$ cat src/rtl/alt_pkg.sv
// Shared definitions for the advanced load address table.
// Assumes: the check kind is carried as one bit at the top ports.
package alt_pkg;
    typedef enum logic {
        CHK_LOAD = 1'b0,
        CHK_ADV  = 1'b1
    } chk_kind_e;

    localparam int GRAN_BITS_DEF = 3;
endpackage

$ cat src/rtl/alt_lookup.sv
// Associative lookup: compares a key against the tags of all valid entries
// and returns the match vector, a hit flag and the lowest matching index.
// Assumes: the owner keeps tags unique among valid entries.
module alt_lookup #(
    parameter int N  = 16,
    parameter int KW = 7,
    localparam int IW = $clog2(N)
) (
    input  logic                 clk,
    input  logic                 rst_n,
    input  logic [N-1:0]         valid,
    input  logic [N-1:0][KW-1:0] keys,
    input  logic [KW-1:0]        key,
    output logic [N-1:0]         hit_vec,
    output logic                 hit,
    output logic [IW-1:0]        idx
);
    // per-entry tag comparison
    for (genvar i = 0; i < N; i++) begin : g_cmp
        assign hit_vec[i] = valid[i] && (keys[i] == key);
    end

    // priority encode the match vector
    always_comb begin
        idx = '0;
        for (int i = N - 1; i >= 0; i--)
            if (hit_vec[i]) idx = IW'(i);
        hit = |hit_vec;
    end


    uniq_tag_chk: assert property (@(posedge clk) disable iff (!rst_n)
        $onehot0(hit_vec));
endmodule

$ cat src/rtl/alt_victim.sv
// Picks the entry a new register is written to: the lowest free entry,
// or the round-robin pointer when the table is full.
// Assumes: advance is high only for allocations of registers not present.
module alt_victim #(
    parameter int N = 16,
    localparam int IW = $clog2(N)
) (
    input  logic          clk,
    input  logic          rst_n,
    input  logic [N-1:0]  valid,
    input  logic          advance,
    output logic [IW-1:0] idx,
    output logic          full
);
    logic [IW-1:0] ptr_q;
    logic [IW-1:0] free_idx;

    // lowest free entry and fullness
    always_comb begin
        free_idx = '0;
        for (int i = N - 1; i >= 0; i--)
            if (!valid[i]) free_idx = IW'(i);
        full = &valid;
        idx  = full ? ptr_q : free_idx;
    end

    // round-robin pointer moves once per replacement of a full table
    always_ff @(posedge clk) begin
        if (!rst_n)
            ptr_q <= '0;
        else if (advance && full)
            ptr_q <= (ptr_q == IW'(N - 1)) ? '0 : ptr_q + 1'b1;
    end


    free_first_chk: assert property (@(posedge clk) disable iff (!rst_n)
        (advance && !full) |=> (ptr_q == $past(ptr_q)));
endmodule

$ cat src/rtl/adv_load_table.sv
// Advanced load address table: records hoisted loads, flags entries hit by
// later stores at granule precision, and answers check-load / check-advanced
// lookups with hit, conflict, refetch, recovery and deferred-fault results.
// Assumes: at most one allocation, one snoop and one check per cycle.
// Per-cycle order: check sees prior state; then check-load invalidation,
// allocation write (wins over invalidation), then store snoop.
module adv_load_table
    import alt_pkg::*;
#(
    parameter int ENTRIES   = 16,
    parameter int REG_W     = 7,
    parameter int ADDR_W    = 64,
    parameter int GRAN_BITS = GRAN_BITS_DEF
) (
    input  logic              clk,
    input  logic              rst_n,
    input  logic              alloc_valid,
    input  logic [REG_W-1:0]  alloc_reg,
    input  logic [ADDR_W-1:0] alloc_addr,
    input  logic              alloc_fault,
    input  logic              snoop_valid,
    input  logic [ADDR_W-1:0] snoop_addr,
    input  logic              chk_valid,
    input  logic [REG_W-1:0]  chk_reg,
    input  logic              chk_adv,
    output logic              chk_hit,
    output logic              chk_conflict,
    output logic              chk_reload,
    output logic              chk_recover,
    output logic              chk_fault
);
    localparam int IW = $clog2(ENTRIES);
    localparam logic [ADDR_W-1:0] GMASK = ~((ADDR_W'(1) << GRAN_BITS) - ADDR_W'(1));

    logic [ENTRIES-1:0]             v_q, cf_q, ft_q;
    logic [ENTRIES-1:0][REG_W-1:0]  tag_q;
    logic [ENTRIES-1:0][ADDR_W-1:0] addr_q;

    logic [ENTRIES-1:0] ck_vec, al_vec, wr, inv;
    logic               ck_hit, al_hit, vic_full;
    logic [IW-1:0]      ck_idx, al_idx, vic_idx, wr_idx;
    logic [ADDR_W-1:0]  al_gaddr, sn_gaddr;
    chk_kind_e          kind;

    assign kind     = chk_kind_e'(chk_adv);
    assign al_gaddr = alloc_addr & GMASK;
    assign sn_gaddr = snoop_addr & GMASK;

    alt_lookup #(.N(ENTRIES), .KW(REG_W)) u_chk_lu (
        .clk(clk), .rst_n(rst_n), .valid(v_q), .keys(tag_q), .key(chk_reg),
        .hit_vec(ck_vec), .hit(ck_hit), .idx(ck_idx));

    alt_lookup #(.N(ENTRIES), .KW(REG_W)) u_alloc_lu (
        .clk(clk), .rst_n(rst_n), .valid(v_q), .keys(tag_q), .key(alloc_reg),
        .hit_vec(al_vec), .hit(al_hit), .idx(al_idx));

    alt_victim #(.N(ENTRIES)) u_victim (
        .clk(clk), .rst_n(rst_n), .valid(v_q),
        .advance(alloc_valid && !al_hit), .idx(vic_idx), .full(vic_full));

    assign wr_idx = al_hit ? al_idx : vic_idx;

    // check results from the state at the start of the cycle
    always_comb begin
        chk_hit      = chk_valid && ck_hit;
        chk_conflict = chk_valid && (!ck_hit || cf_q[ck_idx]);
        chk_reload   = chk_conflict && (kind == CHK_LOAD);
        chk_recover  = chk_conflict && (kind == CHK_ADV);
        chk_fault    = chk_hit && ft_q[ck_idx];
    end

    for (genvar i = 0; i < ENTRIES; i++) begin : g_ent
        logic              v_n, cf_n, ft_n, snp;
        logic [REG_W-1:0]  tag_n;
        logic [ADDR_W-1:0] addr_n;

        // next state: invalidate, then allocate, then snoop
        always_comb begin
            wr[i]  = alloc_valid && (wr_idx == IW'(i));
            inv[i] = chk_valid && (kind == CHK_LOAD) && ck_hit && (ck_idx == IW'(i));
            v_n    = wr[i] || (v_q[i] && !inv[i]);
            tag_n  = wr[i] ? alloc_reg : tag_q[i];
            addr_n = wr[i] ? al_gaddr : addr_q[i];
            ft_n   = wr[i] ? alloc_fault : ft_q[i];
            snp    = snoop_valid && v_n && (addr_n == sn_gaddr);
            cf_n   = (wr[i] ? 1'b0 : cf_q[i]) || snp;
        end

        // entry storage
        always_ff @(posedge clk) begin
            if (!rst_n) begin
                v_q[i]    <= 1'b0;
                cf_q[i]   <= 1'b0;
                ft_q[i]   <= 1'b0;
                tag_q[i]  <= '0;
                addr_q[i] <= '0;
            end else begin
                v_q[i]    <= v_n;
                cf_q[i]   <= cf_n;
                ft_q[i]   <= ft_n;
                tag_q[i]  <= tag_n;
                addr_q[i] <= addr_n;
            end
        end


        snoop_sets_chk: assert property (@(posedge clk) disable iff (!rst_n)
            (snoop_valid && v_q[i] && (addr_q[i] == sn_gaddr) && !wr[i] && !inv[i])
            |=> cf_q[i]);


        realloc_clear_chk: assert property (@(posedge clk) disable iff (!rst_n)
            (alloc_valid && al_hit && (al_idx == IW'(i))
             && !(snoop_valid && (al_gaddr == sn_gaddr)))
            |=> (v_q[i] && !cf_q[i]));
    end


    ld_retire_chk: assert property (@(posedge clk) disable iff (!rst_n)
        (chk_valid && !chk_adv && !alloc_valid) ##1
        (chk_valid && (chk_reg == $past(chk_reg))) |-> !chk_hit);


    adv_keep_chk: assert property (@(posedge clk) disable iff (!rst_n)
        (chk_valid && chk_adv && chk_hit && !alloc_valid) ##1
        (chk_valid && (chk_reg == $past(chk_reg))) |-> chk_hit);
endmodule

$ cat config.mk
export PLATFORM = sky130hd
export DESIGN_NAME = adv_load_table
export DESIGN_NICKNAME = d
export VERILOG_FILES = /design/src/rtl/alt_pkg.sv /design/src/rtl/alt_lookup.sv /design/src/rtl/alt_victim.sv /design/src/rtl/adv_load_table.sv
export SDC_FILE = /design/constraint.sdc
export NUM_CORES = 2
export LEC_CHECK = 0
export ABC_AREA = 1
export BUFFER_PORTS_ARGS = -buffer_cell sky130_fd_sc_hd__buf_4
export CORE_ASPECT_RATIO = 0.5
export CORE_MARGIN = 3
export CORE_UTILIZATION = 65
export CTS_BUF_LIST = sky130_fd_sc_hd__clkbuf_8
export DETAILED_ROUTE_END_ITERATION = 7
export PLACE_DENSITY = 0.91
export SETUP_SLACK_MARGIN = 0.05
export SYNTH_ARGS = -nofsm -noshare
export SYNTH_HDL_FRONTEND = slang
export SYNTH_SLANG_ARGS = --single-unit
$ cat constraint.sdc
create_clock -name clk -period 3.7 [get_ports clk]
set_input_delay 0.185 -clock clk [delete_from_list [all_inputs] [get_ports clk]]
set_output_delay 0.185 -clock clk [all_outputs]
set_load 0.02 [all_outputs]
==> results.yml, run 1 <==
synthesis:
  synthArstFlopShare_pct: 0
  ys_warn_count: 0
  syn-mean-instance-area_um2: 5.82
  syn_area_um2: 70600
  synthAdderAreaFrac_pct: 0.0177
  yosysSeqAreaShare_pct: 33.7
  synth_edf_count: 0
  yosysTopAreaCellShare_pct: 33.7
  synthesis.instances: 12122
  synthTopCellsByArea: "dfxtp_1 34%, nand2_1 27%, nand3_1 8.9%"
  synth_mux_area_share_pct: 0
  ys.flop_type: "dfxtp_1"
  netlist_top_cells_count: "4988 x nand2_1, 1252 x nand3_1, 1188 x dfxtp_1, 1147 x nor2_1, 833 x a21oi_1"
  ys_ff_latch: 1188
  synth_compound_area_share_pct: 8.51
  synth_top_family_by_area: "simple AND/OR/NAND/NOR gates"
  synth_top_area_cell: "dfxtp_1"
  synth_fp_nets: 12272
  ys_types: 48
  synthXorXnorAreaFrac_pct: 1.13
  yosysMostFrequentCell: "nand2_1"
  synthSimpleGateAreaFrac_pct: 46.9
floorplanning:
  start_util_pct: 66.4
  die_x_um: 472
  row_count: 84
  io_pins: 154
  die_h_um: 239
clock_network:
  htreeDepth: 4
  numClockSinks: 1188
  numCtsBuffers: 169
  clockRootBuffer: "clkbuf_8"
  cts_buffer_depth: 3
grt:
  grt_pass1_vias: 120981
  track_usage_pct: 88.9
  grt_first_pass_wirelength_um: 775000
  grt_max_degree: 88
  grt_remaining_overflow: 2012
run_status:
  failing_step: "5_1_grt"
  firstError: "[ERROR GRT-0116] Global routing finished with congestion. Check the congestion regions in the DRC Viewer."
  status: "aborted with a tool error"
placement:
  dp.cells: 14490
  io_buffer_count: 147
  gp_congestion: 1.17
  dp_hpwl_um: 226000
-- layer usage --
metal	GRT overflow	GRT usage [%]
met3	224	85.8
met2	944	96.5
met4	582	87.5
met1	224	86.6
met5	38	74.8
-- per-stage QoR --
stage | setup TNS, ns | util [%] | setup WS (ns) | hold WS, ns | instance area [um2]
3_5_place_dp | -9.41 | 79.1 | -1.04 | 0.424 | 84100
2_1_floorplan | 0 | - | 0.286 | 0.349 | 70600
3_3_place_gp | -7.05 | 79.1 | -0.888 | 0.422 | 84100
4_1_cts | -9.01 | 86.1 | -0.644 | 0.00312 | 91600
-- kinds of logic after synthesis --
logic type      Yosys count
flops                  1188
compound gates         1147
fa+ha+maj                 1
buf+inv                1710
simple gates           7985
xor+xnor                 91
-- repair_timing --
action                                  CTS
cloned                                   26
endpoints found under the hold margin   907
hold buffers                             93
setup buffers                           107
endpoints found under the setup margin   26
resized for setup                       450
pin swaps                               120
==> inputs of run 2 (changes only) <==
Settings changed: CORE_ASPECT_RATIO 0.5 to unset, CORE_UTILIZATION 65 to 40, CTS_BUF_LIST sky130_fd_sc_hd__clkbuf_8 to unset, PLACE_DENSITY 0.91 to unset, PLACE_DENSITY_LB_ADDON set to 0.15, SETUP_SLACK_MARGIN 0.05 to unset.
==> run 2 against run 1 <==
The flow now finishes, with violations (negative setup slack). Synthesized area unchanged. Synthesized cell count unchanged.
==> results.yml, run 2 <==
run_status:
  status: "complete, but fails checks"
  violations: "negative setup slack"
placement:
  dp.cells: 15828
  dp_hpwl_um: 265000
  io_buffer_count: 147
  pre_cts_ws_ns: -1.37
  gp_congestion: 1.01
  placed_area_um2: 88700
synthesis:
  synthesis.instances: 12122
  syn_area_um2: 70600
  synth_fp_nets: 12272
  synth_edf_count: 0
  synthTopCellsByArea: "dfxtp_1 34%, nand2_1 27%, nand3_1 8.9%"
  ys_types: 48
  ys_warn_count: 0
  yosysMostFrequentCell: "nand2_1"
  yosysTopAreaCellShare_pct: 33.7
  ys.flop_type: "dfxtp_1"
  netlist_top_cells_count: "4988 x nand2_1, 1252 x nand3_1, 1188 x dfxtp_1, 1147 x nor2_1, 833 x a21oi_1"
  synth_top_area_cell: "dfxtp_1"
  synthArstFlopShare_pct: 0
  ys_ff_latch: 1188
  syn-mean-instance-area_um2: 5.82
  yosysSeqAreaShare_pct: 33.7
grt:
  grt_pass1_vias: 83512
  track_usage_pct: 40.5
  grt_remaining_overflow: 0
  grt_max_degree: 142
  antenna_found_initial: 37
  grt_first_pass_wirelength_um: 548000
floorplanning:
  row_count: 153
  start_util_pct: 40.4
  die_h_um: 426
  die_x_um: 426
  io_pins: 154
  coreArea_um2: 175000
  dieArea_um2: 182000
route:
  vias: 92686
  drt_iter0_drc: 11650
  post-route-drc-count: 0
  vias_per_cell: 5.63
  avgRoutedWirePerCell_um: 23.9
  antenna_left: 0
  wl_um: 394000
  first_pass_iters: 6
sta:
  tightest_slew_ns: 1.19
  final.period_utilization_pct: 116
  timing.final.ws_setup_ns: -0.593
  maxSlewHeadroom_pct: 20.8
  slew_viol_final: 0
  max_freq_mhz: 233
  hold_viol_final: 0
  skew_ns: 0.0356
  min_period_ns: 4.29
  tns_ns: -10.73
  setup_viol: 22
  timing.hold.ws_ns: 0.0691
  rsz0062_at_grt: "true"
critical_path:
  slowest_stage: "dfxtp_2"
  path_common_cell: "nand2_2"
  rr_worst_depth: 29
  end_kind: "output port"
  startpoint_type: "register"
  worst_r2r_endpoint: "cf_q[3]$_SDFF_PN0_"
  crit_end: "chk_reload"
  cp-startpoint: "tag_q[97]$_SDFFE_PN0P_"
  reg2reg_setup_slack_ns: -0.57
  slowest_delay_ns: 0.32
  reg2reg_from: "v_q[10]$_SDFF_PN0_"
  critPathKind: "reg2out"
  arrival_ns: 4.11
  path_max_fanout: 6
  worstPathRequired_ns: 3.51
power_and_ir_drop:
  clkPwrFrac_pct: 45.1
  switching_share_pct: 30.3
  power_mw: 33.0
  pwr-share-comb_pct: 15.6
  switchingPower_mw: 10.0
  vdd_drop_max_v: 0.000434
  power_density_nw_per_um2: 326
  p_leak_nw: 48.5
  p_int_mw: 23.0
  power_frac_seq_pct: 39.3
layout:
  instances_no_fill: 16460
  final_cell_mix: "4695 x nand2_1, 2090 x buf_4, 1228 x nand3_1, 1167 x dfxtp_1, 913 x nor2_1"
  max_flop_register: "addr_q"
  final_common_cell: "nand2_1"
  finalInstanceArea_um2: 101000
  largest_reg_flops: 1024
  final_nets: 14140
  num-fill-cells: 16742
  post-route-util_pct: 57.8
  top_regs: "addr_q (1024), tag_q (112)"
  syn_to_final_growth_pct: 43.1
  final_layout_size_suffix_gt1_share_pct: 24.0
clock_network:
  cts_tree: "built"
  numClockSinks: 1188
  htreeDepth: 4
  clkTransAtPathRegs_ns: 0.06
  cts_buffer_depth: 3
  clockRootBuffer: "clkbuf_16"
  numCtsBuffers: 147
  clk_latency_ns: 0.83
min_path:
  hp-class: "in2reg"
flow_run:
  maxCapViolations: 0
## run 2: cell counts after synthesis
No cell type changed its count.
## run 2: final cells by class
| cell class | instances | area, um2 | area share (%) |
|---|---|---|---|
| Timing Repair Buffer | 2573 | 23800 | 23.5 |
| Clock inverter | 46 | 498 | 0.493 |
| Antenna cell | 29 | 72.6 | 0.0719 |
| Sequential cell | 1188 | 23800 | 23.6 |
| Tap cell | 2325 | 2910 | 2.88 |
| Multi-Input combinational cell | 9224 | 42300 | 41.9 |
| Inverter | 856 | 3340 | 3.31 |
| Clock buffer | 219 | 4300 | 4.26 |
## run 2: routing by layer
layer  track usage, %  wire length (um)  up-vias  part of all wire, %
met5                0                 7        -               0.0018
met4             31.5             38600        2                  9.8
met3             7.78             43700     1389                   11
met2             61.8            166000     5533                   42
met1             50.2            145000    43123                   37
li1                 -                 -    42639                    -
## run 2: timing repair
| action | 4_1_cts | 5_1_grt |
|---|---|---|
| hold buffers | 83 | 0 |
| gates cloned | 17 | 35 |
| pin swaps | 156 | 285 |
| resized for setup | 505 | 569 |
| endpoints found under the setup margin | 22 | 89 |
| hold endpoints to repair | 783 | 0 |
| setup buffers | 130 | 103 |
## run 2: worst min path at each step
stage	startpoint	endpoint	slack [ns]	cells after the start
3_3_place_gp	addr_q[833]$_SDFF_PN0_	addr_q[833]$_SDFF_PN0_	0.42	2
6_report	alloc_reg[1]	tag_q[1]$_SDFFE_PN0P_	0.07	5
3_5_place_dp	addr_q[385]$_SDFF_PN0_	addr_q[385]$_SDFF_PN0_	0.42	2
2_1_floorplan	alloc_addr[42]	addr_q[938]$_SDFF_PN0_	0.35	2
4_1_cts	alloc_reg[1]	tag_q[78]$_SDFFE_PN0P_	0.01	5
5_1_grt	alloc_reg[1]	tag_q[78]$_SDFFE_PN0P_	0.06	5
## run 2: power groups by stage
stage	clock (mW)	sequential [mW]	combinational, mW
global route	15.4	13.0	5.36
CTS	14.9	13.0	4.80
detailed placement	0	13.2	4.46
global placement	0	13.2	4.44
finish	14.9	13.0	5.15
floorplan	0	13.2	2.21
## run 2: logic make-up (layout without fill, tap and decap cells)
logic type               Yosys count  in the layout  synth area share (%)
XOR/XNOR                          91             91                  1.13
other                              0             29                     0
adder cells (fa/ha/maj)            1              1                0.0177
flip-flops                      1188           1188                  33.7
AO/OA/AOI/OAI                   1147           1147                  8.51
buffers and inverters           1710           3694                  9.72
AND/OR/NAND/NOR                 7985           7985                  46.9
## run 2: critical path: cells and delay by family, from the launching register on
kind / cells / cell delay, ns
DFF: 1 / 0.32
buffers and inverters: 5 / 0.68
xor gates and xnor gates: 1 / 0.15
and+or+nand+nor: 19 / 1.73
AOI/OAI and AO/OA: 3 / 0.42
No activity file was read; power rests on OpenSTA's default activity.
